## src/rtl/clk_gate_pkg.sv

```systemverilog
package clk_gate_pkg;

  typedef enum logic [1:0] {
    LANE_LP11 = 2'd0,
    LANE_LP01 = 2'd1,
    LANE_LP00 = 2'd2,
    LANE_HS   = 2'd3
  } lane_code_e;

  typedef enum logic [2:0] {
    PH_STOP,
    PH_REQ,
    PH_PREP,
    PH_ZERO,
    PH_HS,
    PH_TRAIL,
    PH_EXIT
  } phase_e;

  function automatic lane_code_e lane_code(phase_e p);
    unique case (p)
      PH_REQ:                    return LANE_LP01;
      PH_PREP:                   return LANE_LP00;
      PH_ZERO, PH_HS, PH_TRAIL:  return LANE_HS;
      default:                   return LANE_LP11;
    endcase
  endfunction

  function automatic phase_e phase_succ(phase_e p);
    unique case (p)
      PH_REQ:   return PH_PREP;
      PH_PREP:  return PH_ZERO;
      PH_ZERO:  return PH_HS;
      PH_TRAIL: return PH_EXIT;
      default:  return PH_STOP;
    endcase
  endfunction

endpackage

```

## src/rtl/clg_blank_meter.sv

```systemverilog
module clg_blank_meter #(
  parameter int unsigned HBLANK_MIN = 96
) (
  input  logic clk_i,
  input  logic rst_ni,
  input  logic vsync_i,
  input  logic de_i,
  output logic long_o,
  output logic vblank_o
);
  localparam int unsigned SAT = HBLANK_MIN + 1;
  localparam int unsigned BW  = $clog2(SAT + 1);

  logic [BW-1:0] run_q;
  logic          de_q, long_q, vblank_q;
  logic          de_rise;

  assign de_rise  = de_i & ~de_q;
  assign long_o   = long_q;
  assign vblank_o = vblank_q;

  always_ff @(posedge clk_i or negedge rst_ni) begin
    if (!rst_ni) begin
      run_q    <= '0;
      de_q     <= 1'b0;
      long_q   <= 1'b0;
      vblank_q <= 1'b1;
    end else begin
      de_q <= de_i;
      if (de_i)                   run_q <= '0;
      else if (run_q != BW'(SAT)) run_q <= run_q + 1'b1;
      if (vsync_i) begin
        vblank_q <= 1'b1;
        long_q   <= 1'b0;
      end else if (de_rise) begin
        // first line of a frame always counts as short gap
        long_q   <= ~vblank_q & (run_q > BW'(HBLANK_MIN));
        vblank_q <= 1'b0;
      end
    end
  end
endmodule

```

## src/rtl/clg_hs_hold.sv

```systemverilog
module clg_hs_hold #(
  parameter int unsigned T_PRE  = 2,
  parameter int unsigned T_POST = 2
) (
  input  logic clk_i,
  input  logic rst_ni,
  input  logic in_hs_i,
  input  logic req_i,
  output logic ready_o,
  output logic post_done_o
);
  generate
    if (T_PRE == 0) begin : g_pre_none
      assign ready_o = in_hs_i;
    end else begin : g_pre_cnt
      localparam int unsigned PW = $clog2(T_PRE + 1);
      logic [PW-1:0] age_q;
      always_ff @(posedge clk_i or negedge rst_ni) begin
        if (!rst_ni)                      age_q <= '0;
        else if (!in_hs_i)                age_q <= '0;
        else if (age_q != PW'(T_PRE))     age_q <= age_q + 1'b1;
      end
      assign ready_o = in_hs_i & (age_q == PW'(T_PRE));
    end

    if (T_POST == 0) begin : g_post_none
      assign post_done_o = ~req_i;
    end else begin : g_post_cnt
      localparam int unsigned QW = $clog2(T_POST + 1);
      logic [QW-1:0] post_q;
      always_ff @(posedge clk_i or negedge rst_ni) begin
        if (!rst_ni)                      post_q <= '0;
        else if (!in_hs_i || req_i)       post_q <= '0;
        else if (post_q != QW'(T_POST))   post_q <= post_q + 1'b1;
      end
      assign post_done_o = (post_q == QW'(T_POST));
    end
  endgenerate
endmodule

```

## src/rtl/clg_lane_fsm.sv

```systemverilog
module clg_lane_fsm
  import clk_gate_pkg::*;
#(
  parameter int unsigned T_REQ   = 2,
  parameter int unsigned T_PREP  = 3,
  parameter int unsigned T_ZERO  = 4,
  parameter int unsigned T_TRAIL = 3,
  parameter int unsigned T_EXIT  = 4
) (
  input  logic   clk_i,
  input  logic   rst_ni,
  input  logic   start_i,
  input  logic   release_i,
  output phase_e phase_o
);
  localparam int unsigned M1    = (T_REQ > T_PREP) ? T_REQ : T_PREP;
  localparam int unsigned M2    = (T_ZERO > T_TRAIL) ? T_ZERO : T_TRAIL;
  localparam int unsigned M3    = (M1 > M2) ? M1 : M2;
  localparam int unsigned T_MAX = (M3 > T_EXIT) ? M3 : T_EXIT;
  localparam int unsigned CW    = $clog2(T_MAX + 1);

  phase_e        ph_q, ph_d;
  logic [CW-1:0] cnt_q, cnt_d;

  function automatic logic [CW-1:0] last_cycle(phase_e p);
    unique case (p)
      PH_REQ:   return CW'(T_REQ - 1);
      PH_PREP:  return CW'(T_PREP - 1);
      PH_ZERO:  return CW'(T_ZERO - 1);
      PH_TRAIL: return CW'(T_TRAIL - 1);
      PH_EXIT:  return CW'(T_EXIT - 1);
      default:  return '0;
    endcase
  endfunction

  always_comb begin
    ph_d  = ph_q;
    cnt_d = cnt_q + 1'b1;
    unique case (ph_q)
      PH_STOP: begin
        cnt_d = '0;
        if (start_i) ph_d = PH_REQ;
      end
      PH_HS: begin
        cnt_d = '0;
        if (release_i) ph_d = PH_TRAIL;
      end
      default: begin
        if (cnt_q == last_cycle(ph_q)) begin
          cnt_d = '0;
          ph_d  = phase_succ(ph_q);
        end
      end
    endcase
  end

  always_ff @(posedge clk_i or negedge rst_ni) begin
    if (!rst_ni) begin
      ph_q  <= PH_STOP;
      cnt_q <= '0;
    end else begin
      ph_q  <= ph_d;
      cnt_q <= cnt_d;
    end
  end

  assign phase_o = ph_q;
endmodule

```

## src/rtl/clk_lane_gate.sv

```systemverilog
module clk_lane_gate
  import clk_gate_pkg::*;
#(
  parameter int unsigned T_REQ      = 2,
  parameter int unsigned T_PREP     = 3,
  parameter int unsigned T_ZERO     = 4,
  parameter int unsigned T_TRAIL    = 3,
  parameter int unsigned T_EXIT     = 4,
  parameter int unsigned T_PRE      = 2,
  parameter int unsigned T_POST     = 2,
  parameter int unsigned HBLANK_MIN = 96
) (
  input  logic       clk_i,
  input  logic       rst_ni,
  input  logic       cont_mode_i,
  input  logic       hi_rate_i,
  input  logic       vsync_i,
  input  logic       de_i,
  input  logic       clk_req_i,
  output logic [1:0] lane_state_o,
  output logic       hs_clk_en_o,
  output logic       clk_ready_o
);
  phase_e phase;
  logic   in_hs, in_vblank, line_long, post_done, ready;
  logic   start, release_ok, gap_ok;

  clg_blank_meter #(.HBLANK_MIN(HBLANK_MIN)) u_meter (
    .clk_i   (clk_i),
    .rst_ni  (rst_ni),
    .vsync_i (vsync_i),
    .de_i    (de_i),
    .long_o  (line_long),
    .vblank_o(in_vblank)
  );

  clg_hs_hold #(.T_PRE(T_PRE), .T_POST(T_POST)) u_hold (
    .clk_i      (clk_i),
    .rst_ni     (rst_ni),
    .in_hs_i    (in_hs),
    .req_i      (clk_req_i),
    .ready_o    (ready),
    .post_done_o(post_done)
  );

  clg_lane_fsm #(
    .T_REQ(T_REQ), .T_PREP(T_PREP), .T_ZERO(T_ZERO),
    .T_TRAIL(T_TRAIL), .T_EXIT(T_EXIT)
  ) u_fsm (
    .clk_i    (clk_i),
    .rst_ni   (rst_ni),
    .start_i  (start),
    .release_i(release_ok),
    .phase_o  (phase)
  );

  assign in_hs      = (phase == PH_HS);
  assign start      = cont_mode_i | clk_req_i;
  // low rate: frame gaps only; high rate: also long line gaps
  assign gap_ok     = in_vblank | (hi_rate_i & line_long & ~de_i);
  assign release_ok = ~cont_mode_i & ~clk_req_i & post_done & gap_ok;

  assign lane_state_o = lane_code(phase);
  assign hs_clk_en_o  = in_hs;
  assign clk_ready_o  = ready;
endmodule

```

## config.mk

```make
export PLATFORM = sky130hd
export DESIGN_NAME = clk_lane_gate
export DESIGN_NICKNAME = d
export VERILOG_FILES = /design/src/rtl/clk_gate_pkg.sv /design/src/rtl/clg_blank_meter.sv /design/src/rtl/clg_hs_hold.sv /design/src/rtl/clg_lane_fsm.sv /design/src/rtl/clk_lane_gate.sv
export SDC_FILE = /design/constraint.sdc
export NUM_CORES = 1
export LEC_CHECK = 0
export BUFFER_PORTS_ARGS = -buffer_cell sky130_fd_sc_hd__buf_4
export CAP_MARGIN = 20
export CORE_ASPECT_RATIO = 1.1
export CORE_MARGIN = 2
export CORE_UTILIZATION = 55
export CTS_BUF_LIST = sky130_fd_sc_hd__clkbuf_4 sky130_fd_sc_hd__clkbuf_8
export CTS_CLUSTER_SIZE = 8
export DETAILED_ROUTE_END_ITERATION = 8
export GPL_TIMING_DRIVEN = 0
export PLACE_DENSITY = 0.74
export SLEW_MARGIN = 20
export SYNTH_ARGS = -nofsm -noshare
export SYNTH_HDL_FRONTEND = slang
export SYNTH_HIERARCHICAL = 1
export SYNTH_SLANG_ARGS = --single-unit
export TNS_END_PERCENT = 100
```

## constraint.sdc

```tcl
create_clock -name clk_i -period 3.67 [get_ports clk_i]
set_clock_uncertainty 0.05 [all_clocks]
set_input_delay 0.367 -clock clk_i [delete_from_list [all_inputs] [get_ports clk_i]]
set_output_delay 0.367 -clock clk_i [all_outputs]
set_load 0.01 [all_outputs]
```

==> qor.txt <==
DP Cell Count - 171
Die Height - 54.30 um
Yosys cell types - 46
commonest non-fill, non-tap cell in the layout - dfrtp_1
RePlAce Congestion - 0.7129
# nets final - 160
Leakage - 0.6063 nW
Ys Warns - 6
# IOs - 11
clock buffer count from CTS - 3
Worst Path Required - 3.25 ns
arrival time of the worst setup path - 1.53 ns
first-pass GRT wire length - 3.953 mm
Max Clk Rate - 512.3 MHz
Period minus WS final - 1.952 ns
TritonCTS clock tree - yes
Main synth FF type - dfrtp_1
PwrDens - 607.8 mW/mm^2
PortBufs - 10
final setup vio count - 0
DRC viols - 0
Setup crit start kind - flop
RSZ-0062 raised after global routing - no
Core Util, Final - 65.25%
most frequent cells in the layout - 19 x dfrtp_1, 15 x nor2_1, 12 x buf_4
max-slew violations - 0
Vias/cell - 5.494
crit-path max FO - 7
Inserted Diodes - 0
Max VDD drop - 0.4979 mV
Tot Pwr - 875.4 uW
final wirelength - 2.249 mm
slowest stage delay, CP - 0.49 ns
Iteration-0 DRC Markers - 8
Non-Filler Instances - 176
# clock sinks - 20
share of synthesized registers carrying an async set or reset - 100.0%
kind of critical path - reg -> out
TritonRoute pass-1 iters - 5
Worst setup EP type - output port
Via Count - 967
largest net degree at the start of global routing - 21
WP buf/inv - 1
Max clock buf depth - 2
Layout area overhead - 13.85%
grt ovf - 0
CP max-delay cell - dfrtp_1
CORE AREA - 0.002207 mm^2
worst slew pin tran - 0.4383 ns
Total Neg Setup Slack - 0 ns
Seq/Total Area, Yosys - 39.66%
FP Rows - 18
DP Wirelength - 1.726 mm
delay-heaviest family, CP - simple AND/OR/NAND/NOR gates
syn avg cell area - 9.656 um^2
GR Util All Layers - 19.12%
Mapped Area - 0.001265 mm^2
Syn Nets - 144
Hold Crit Class - in -> reg
fin crit share - 53.19%
Yosys reg bits - 20
Clk pin slew, worst setup/hold paths - 0.11 ns
layout cell share with drive strength beyond 1 - 23.97%
post-route ant nets - 0
Filler Cell Count - 196
postcts setup bufs - 0
initial core utilization - 57.31%
Die X - 49.73 um
outcome - finished clean
CTS root buf - clkbuf_4
Relative slew margins - 70.71%
max_cap viols - 0
initial antenna violation count - 0
Reg2Reg Setup Slack - 2.14 ns
Final Hold Violating Endpoints - 0
multi-input logic area - 698.2 um^2
insertion delay to the later sink of the worst-skew pair - 0.29 ns
detailed-route wire length per cell - 12.78 um
Register Area - 501.7 um^2
die area - 0.002700 mm^2
vias in the first global route - 916
crit-path cells - nor3b_1 > and2_2 > buf_4
H-Tree Depth - 1
synthesized instance count - 131
Post-synth EDFFs - 0
-- registers in the layout, indices dropped and copies added (netlist names), named ones only --
register / cells
u_meter/de_q: 1
u_hold/g_pre_cnt.age_q: 2
u_meter/run_q: 7
u_meter/vblank_o: 1
u_hold/g_post_cnt.post_q: 2
u_fsm/cnt_q: 3
u_fsm/phase_o: 2
u_meter/long_o: 1
-- where the power goes --
| group | switching [mW] | total, mW | internal (mW) | leakage (nW) |
|---|---|---|---|---|
| combinational | 0.211 | 0.397 | 0.186 | 0.319 |
| sequential | 0.0443 | 0.304 | 0.259 | 0.260 |
| clock | 0.0648 | 0.175 | 0.110 | 0.0279 |
-- metrics by stage --
stage	hold slack (ns)	setup slack, ns	area, um^2
floorplan	0.02141	2.062	1265
global placement	0.2082	2.039	1378
detailed placement	0.2093	2.031	1378
CTS	0.1474	1.671	1440
global route	0.1535	1.468	1440
finish	0.1592	1.718	1440
-- cells by family after synthesis --
logic type	Yosys count	share of synthesized area (%)
flip-flops	20	39.66
buffers and inverters	14	5.143
multiplexers	4	3.561
AO/OA/AOI/OAI	24	15.03
AND/OR/NAND/NOR	57	26.51
XOR/XNOR	6	4.154
adder cells (fa/ha/maj)	6	5.935
-- area by class of cell --
cell class / instances / area share [%]
clock inverter: 1 / 2.085
inverter: 7 / 1.825
sequential: 20 / 34.84
timing repair buffer: 11 / 5.908
tap: 30 / 2.606
clock buffer: 3 / 1.564
multi-input combinational: 97 / 48.48
buffer: 7 / 2.693
-- timing repair --
| item | 4_1_cts | 5_1_grt |
|---|---|---|
| endpoints found under the hold margin | 19 | 0 |
| hold buffers | 1 | 0 |
| resized for setup | 0 | 0 |
-- layer usage --
layer	GRT usage [%]	up-vias	share of wire, %
met5	0	-	0
met4	5.556	0	0.84
met3	2.459	2	2.0
met2	35.78	7	54
met1	23.36	475	44
li1	-	483	-
-- path summary, 6_finish.rpt --
kind                                   from               end  depth (start not counted)
setup / recovery           u_fsm/phase_o[1]       clk_ready_o                          3
hold / removal                         de_i      u_meter/de_q                          1
setup reg to reg                       flop    u_fsm/cnt_q[1]                          5
hold reg to reg            u_meter/vblank_o  u_meter/vblank_o                          1
max in group asynchronous            rst_ni  u_meter/vblank_o                          2
min in group asynchronous            rst_ni      u_meter/de_q                          2
-- Yosys cell counts (all sizes together), types with 2 or more instances --
master   n  area (um^2)
inv      7        26.28
nand3    3        15.01
nor4     2        12.51
o21ai    3        15.01
dfrtp   19        475.5
a311oi   2        23.77
nand2    7        26.28
mux2i    3        30.03
nand2b   8        50.05
a31oi    4        25.02
ha       6        75.07
nor3     3        25.02
nor2b    3        18.77
nor3b    3        27.52
o21bai   2        15.01
nor2    15        56.30
and2     2        13.77
xor2     4        35.03
nor4b    3        26.28
buf      6        35.03
or2      3        21.27
xnor2    2        17.52
a21oi    5        32.53
Note: power is estimated with default switching activity, not from simulation.
